===== config.mk =====
export PLATFORM = sky130hd
export DESIGN_NAME = lru_tracker
export DESIGN_NICKNAME = d
export VERILOG_FILES = /design/src/rtl/lru_pkg.sv /design/src/rtl/lru_age_step.sv /design/src/rtl/lru_victim_sel.sv /design/src/rtl/lru_tracker.sv
export SDC_FILE = /design/constraint.sdc
export NUM_CORES = 1
export LEC_CHECK = 0
export ABC_CLOCK_PERIOD_IN_PS = 4900
export BUFFER_PORTS_ARGS = -buffer_cell sky130_fd_sc_hd__buf_2
export CAP_MARGIN = 20
export CORE_MARGIN = 1.5
export CORE_UTILIZATION = 30
export CTS_CLUSTER_DIAMETER = 100
export DETAILED_ROUTE_END_ITERATION = 8
export GPL_ROUTABILITY_DRIVEN = 0
export GPL_TIMING_DRIVEN = 0
export PLACE_DENSITY_LB_ADDON = 0.2
export SLEW_MARGIN = 20
export SYNTH_ARGS = -nofsm -noshare
export SYNTH_HDL_FRONTEND = slang
export SYNTH_SLANG_ARGS = --single-unit

===== constraint.sdc =====
create_clock -name clk -period 4.9 [get_ports clk]
set_input_delay 0.98 -clock clk [delete_from_list [all_inputs] [get_ports clk]]
set_output_delay 0.98 -clock clk [all_outputs]
set_load 0.01 [all_outputs]

===== src/rtl/lru_pkg.sv =====
package lru_pkg;
   // width of an index that selects one of n items, never below one bit
   function automatic int idx_width(input int n);
      return (n > 1) ? $clog2(n) : 1;
   endfunction
endpackage


===== src/rtl/lru_age_step.sv =====
module lru_age_step
   import lru_pkg::*;
#(
   parameter int NUM_WAYS = 4,
   parameter int AGE_W    = idx_width(NUM_WAYS),
   parameter int WAY_W    = idx_width(NUM_WAYS)
) (
   input  logic [NUM_WAYS-1:0][AGE_W-1:0] ages_in,
   input  logic [WAY_W-1:0]               hit_way,
   output logic [NUM_WAYS-1:0][AGE_W-1:0] ages_out
);
   logic [AGE_W-1:0] hit_age;

   always_comb begin
      hit_age = '0;
      for (int w = 0; w < NUM_WAYS; w++) begin
         if (WAY_W'(w) == hit_way) hit_age = ages_in[w];
      end
   end

   // each way decides its own new rank from the rank the hit way held
   for (genvar g = 0; g < NUM_WAYS; g++) begin : g_way
      always_comb begin
         if (WAY_W'(g) == hit_way)
            ages_out[g] = '0;
         else if (ages_in[g] < hit_age)
            ages_out[g] = ages_in[g] + AGE_W'(1);
         else
            ages_out[g] = ages_in[g];
      end
   end
endmodule


===== src/rtl/lru_victim_sel.sv =====
module lru_victim_sel
   import lru_pkg::*;
#(
   parameter int NUM_WAYS = 4,
   parameter int AGE_W    = idx_width(NUM_WAYS),
   parameter int WAY_W    = idx_width(NUM_WAYS)
) (
   input  logic [NUM_WAYS-1:0][AGE_W-1:0] ages,
   input  logic [NUM_WAYS-1:0]            valid,
   output logic [WAY_W-1:0]               victim
);
   localparam logic [AGE_W-1:0] OLDEST = AGE_W'(NUM_WAYS - 1);

   logic [WAY_W-1:0] lru_way;
   logic [WAY_W-1:0] empty_way;

   always_comb begin
      lru_way = '0;
      for (int w = NUM_WAYS - 1; w >= 0; w--) begin
         if (ages[w] == OLDEST) lru_way = WAY_W'(w);
      end
   end

   // scanning downwards leaves the lowest empty way as the winner
   always_comb begin
      empty_way = '0;
      for (int w = NUM_WAYS - 1; w >= 0; w--) begin
         if (!valid[w]) empty_way = WAY_W'(w);
      end
   end

   assign victim = (&valid) ? lru_way : empty_way;
endmodule


===== src/rtl/lru_tracker.sv =====
module lru_tracker
   import lru_pkg::*;
#(
   parameter int NUM_SETS = 16,
   parameter int NUM_WAYS = 4,
   localparam int SET_W   = idx_width(NUM_SETS),
   localparam int WAY_W   = idx_width(NUM_WAYS)
) (
   input  logic             clk,
   input  logic             rst_n,
   input  logic             touch_en,
   input  logic [SET_W-1:0] touch_set,
   input  logic [WAY_W-1:0] touch_way,
   input  logic [SET_W-1:0] victim_set,
   input  logic [NUM_WAYS-1:0] valid_vec,
   output logic [WAY_W-1:0] victim_way
);
   localparam int  AGE_W    = idx_width(NUM_WAYS);
   localparam bit  WAYS_POW2 = (NUM_WAYS == (1 << $clog2(NUM_WAYS)));

   if (NUM_WAYS < 1 || NUM_WAYS > 4) begin : g_bad_ways
      $error("lru_tracker: NUM_WAYS must lie in 1..4");
   end
   if (NUM_SETS < 2 || NUM_SETS != (1 << $clog2(NUM_SETS))) begin : g_bad_sets
      $error("lru_tracker: NUM_SETS must be a power of two, at least 2");
   end

   if (NUM_WAYS == 1) begin : g_direct
      logic unused_inputs;
      assign unused_inputs = ^{touch_en, touch_set, touch_way, victim_set, valid_vec};
      assign victim_way    = '0;


      single_way_chk: assert property (@(posedge clk) disable iff (!rst_n)
         victim_way == '0);
   end else begin : g_assoc
      typedef logic [NUM_WAYS-1:0][AGE_W-1:0] rank_t;

      rank_t age_q [NUM_SETS];
      rank_t cur_ranks;
      rank_t vic_ranks;
      rank_t next_ranks;
      logic  touch_ok;
      logic [NUM_WAYS-1:0] low_mask;

      if (WAYS_POW2) begin : g_full_way_range
         assign touch_ok = touch_en;
      end else begin : g_part_way_range
         assign touch_ok = touch_en && (int'(touch_way) < NUM_WAYS);
      end

      assign cur_ranks = age_q[touch_set];
      assign vic_ranks = age_q[victim_set];

      lru_age_step #(
         .NUM_WAYS (NUM_WAYS),
         .AGE_W    (AGE_W),
         .WAY_W    (WAY_W)
      ) u_step (
         .ages_in  (cur_ranks),
         .hit_way  (touch_way),
         .ages_out (next_ranks)
      );

      lru_victim_sel #(
         .NUM_WAYS (NUM_WAYS),
         .AGE_W    (AGE_W),
         .WAY_W    (WAY_W)
      ) u_pick (
         .ages   (vic_ranks),
         .valid  (valid_vec),
         .victim (victim_way)
      );

      always_ff @(posedge clk or negedge rst_n) begin
         if (!rst_n) begin
            for (int s = 0; s < NUM_SETS; s++) begin
               for (int w = 0; w < NUM_WAYS; w++) begin
                  age_q[s][w] <= AGE_W'(w);
               end
            end
         end else if (touch_ok) begin
            age_q[touch_set] <= next_ranks;
         end
      end

      assign low_mask = (NUM_WAYS'(1) << victim_way) - NUM_WAYS'(1);


      empty_first_chk: assert property (@(posedge clk) disable iff (!rst_n)
         !(&valid_vec) |-> !valid_vec[victim_way]);


      lowest_empty_chk: assert property (@(posedge clk) disable iff (!rst_n)
         !(&valid_vec) |-> ((valid_vec & low_mask) == low_mask));


      oldest_pick_chk: assert property (@(posedge clk) disable iff (!rst_n)
         (&valid_vec) |-> (vic_ranks[victim_way] == AGE_W'(NUM_WAYS - 1)));


      fresh_not_victim_chk: assert property (@(posedge clk) disable iff (!rst_n)
         touch_ok |=> (victim_set != $past(touch_set)) || !(&valid_vec)
                      || (victim_way != $past(touch_way)));

      for (genvar s = 0; s < NUM_SETS; s++) begin : g_set_chk
         logic [NUM_WAYS-1:0] seen;
         always_comb begin
            seen = '0;
            for (int w = 0; w < NUM_WAYS; w++) seen[age_q[s][w]] = 1'b1;
         end


         rank_perm_chk: assert property (@(posedge clk) disable iff (!rst_n)
            &seen);


         other_set_hold_chk: assert property (@(posedge clk) disable iff (!rst_n)
            !(touch_ok && touch_set == SET_W'(s)) |=> $stable(age_q[s]));
      end
   end
endmodule


==> flow_summary.ini <==
[run_status]
outcome = completed

[synth]
synthAdderAreaFrac = 0.00668
syn_inst = 767
synth.largest_area_cell = dfstp_2
synth_mux_area_frac = 0.163
yosys.cell_count.top_type = nand2_1
synth_compound_area_frac = 0.174
synth_seq_cells = 128
synth_area_sq_um = 7490
synth_ff_type = dfstp_2
yosysWarningCount = 0
synth_xor_area_frac = 0.00451
synth_top_area_frac = 0.225
synth_top_family_by_area = simple AND/OR/NAND/NOR gates
ys_top_cells_by_count = nand2_1, nor2_1, dfrtp_1, dfstp_2, mux4_2
ys_seq_area_frac = 0.438
async_flop_share = 1.00
avgSynthCellArea_sq_um = 9.76
syn_nets = 788
synth_area_leaders = dfstp_2, dfrtp_1, mux4_2, nand2_1, nor2_1
synth-edff-count = 0
synth_cell_type_count = 56
yosys.area_share.simple = 0.178

[placement]
dpl.hpwl_microns = 18700
port_buffers = 13
place_inst = 1105

[setup_path]
path_delay_family = buffers and inverters
worstPathMaxFanout = 10
cp-end-kind = primary output
cpMostUsedCell = clkbuf_1
path_cells = clkbuf_1, clkbuf_1, buf_1, nand3_1, a311oi_1, nor4_1, a21boi_0, o21ai_0, buf_2
reg2reg_slack_ns = 1.16
r2r_start = g_assoc.age_q[65]$_DFFE_PN0P_
slowest_delay_ns = 0.55
worst_ep_required_time_ns = 3.92
critPathKind = in2out
cp-start-kind = input port
critPathArrivalTime_ns = 3.83
path_buf_inv = 4
cp_slowest_cell = clkbuf_1
r2r-end = g_assoc.age_q[85]$_DFFE_PN1P_
reg2reg_depth = 11

[grt]
grt_max_degree = 91
grt_overflow = 0
met2_usage = 0.327
groute.layer.met1.usage = 0.286
top_usage_layer = met2
grt_antenna_before_repair = 0
grt_pass1_wl_microns = 39000
grtUsageMet3 = 0.0370
first_global_vias = 6087
grt_use_total = 0.206

[sta]
finalMaxSlewViolations = 0
clock.fmax_mhz = 208
period_minus_slack_ns = 4.81
final-setup-viol-count = 0
hold_viol_final = 0
relSlewSlack = 0.281
clock_skew_ns = 0.0114
rsz0062_at_grt = false
finalSetupTns_ns = 0
finalCritPeriodShare = 0.982
tightest_slew_ns = 1.07
holdWs_ns = 0.441

[power]
power_density_nw_per_um2 = 392
peakVddDrop_mv = 0.220
p_sw_frac = 0.310
switching_power_uw = 1060
clockPowerShare = 0.390
leakagePower_uw = 0.00319
pwr-share-seq = 0.428
intPower_uw = 2360
fin_total_pwr_uw = 3410
combPwrFrac = 0.182

[floorplanning]
start_util = 0.307
die_area_sq_um = 25900
fp.coreArea_sq_um = 24400
row_count = 57
ios = 19
die_h_microns = 161
die_w_microns = 161

[drt]
drc = 0
vias_per_cell = 5.50
vias = 6270
drtAntennaViolNets = 0
firstDrtPassIters = 5
wirelength_microns = 25800
wl_per_cell_microns = 22.7
drt_iter0_drc = 601

[finish]
final_cells = 1139
multi_input_area_sq_um = 3990
largest_register = g_assoc.age_q
drive_above_1_share = 0.249
fillers = 2501
largest_reg_flops = 128
seqCellArea_sq_um = 3280
final_nets = 823
finalCoreUtilization = 0.357
syn2layout_area_growth_pct = 16.2
top_regs = g_assoc.age_q (128)
num_antenna_cells = 0

[clocking]
path_clk_slew_ns = 0.06
cts_num_sinks = 128
cts_root_buf = clkbuf_16
cts_made_buffers = 17
insertion_delay_ns = 0.43
cts.path.max_buffers = 2
cts_tree = built
postCtsHoldBufs = 0
htreeDepth = 4

[min_path]
hp-class = in2async

[job]
maxCapViolations = 0
[per-layer routing]
layer	routed length, microns	share of wire	vias up
met2	12100	0.47	201
li1	-	-	2903
met4	532	0.021	0
met5	0	0	-
met1	11800	0.46	3135
met3	1350	0.052	31
[cells in the final DEF, fill, tap and decap left out, drive strengths merged, types with 8 or more instances in the layout]
cell type  instances
nor2b              8
clkbuf            51
nand2            141
buf               34
dfrtp             64
o21ai             65
a311oi             8
a21oi             34
nor2              90
nor4              17
mux2              17
a31oi             33
mux4              43
inv                8
o31ai             32
dfstp             64
o211ai             8
nand3             19
[power groups by stage]
stage | Sequential [uW] | Combinational (uW) | Clock (uW)
finish | 1460 | 623 | 1330
global route | 1480 | 687 | 1390
CTS | 1450 | 616 | 1340
detailed placement | 1460 | 614 | 0
global placement | 1470 | 599 | 0
floorplan | 1390 | 435 | 0
[worst reg2reg max path, delay by kind of cell, from the launching register on]
family                     cells  cell delay (ns)
AOI/OAI and AO/OA              1             0.24
adders and majority gates      1             0.31
buffers and inverters          3             0.41
DFF                            1             0.41
muxes                          4             1.74
and+or+nand+nor                2             0.57
[cell families after synthesis]
family | Yosys count
and+or+nand+nor | 306
DFF | 128
muxes | 66
adders and majority gates | 4
xor gates and xnor gates | 3
AOI/OAI and AO/OA | 202
buffers and inverters | 58
[cell type report]
type | instances | share of cell area
buffer | 49 | 0.0310
clock buffer | 19 | 0.0509
clock inverter | 13 | 0.0187
inverter | 8 | 0.00345
multi-input combinational | 581 | 0.458
sequential | 128 | 0.377
tap | 324 | 0.0466
timing repair buffer | 17 | 0.0141
[timing repair]
item / CTS / global route
pin swaps: 1 / 0
gates resized for setup: 12 / 14
endpoints found under the setup margin: 123 / 81
buffers inserted: 2 / 0
[how the worst max path moves through the flow]
stage,startpoint,to,slack [ns],depth (start not counted)
finish,victim_set[1],victim_way[0],0.09,9
global route,touch_set[0],g_assoc.age_q[77]$_DFFE_PN1P_,0.007,15
CTS,touch_set[0],g_assoc.age_q[85]$_DFFE_PN1P_,0.04,15
detailed placement,touch_set[1],g_assoc.age_q[116]$_DFFE_PN0P_,-1.38,18
global placement,touch_set[1],g_assoc.age_q[124]$_DFFE_PN0P_,-1.37,18
floorplan,touch_set[0],g_assoc.age_q[77]$_DFFE_PN1P_,0.08,15
[stage by stage]
step / setup WS [ns] / area (sq um)
after global placement: -1.37 / 7960
final: 0.0858 / 8710
after CTS: 0.0360 / 8660
after floorplan: 0.0792 / 7490
after global routing: 0.00696 / 8710
after detailed placement: -1.38 / 8010
(Power assumes the default switching activity.)
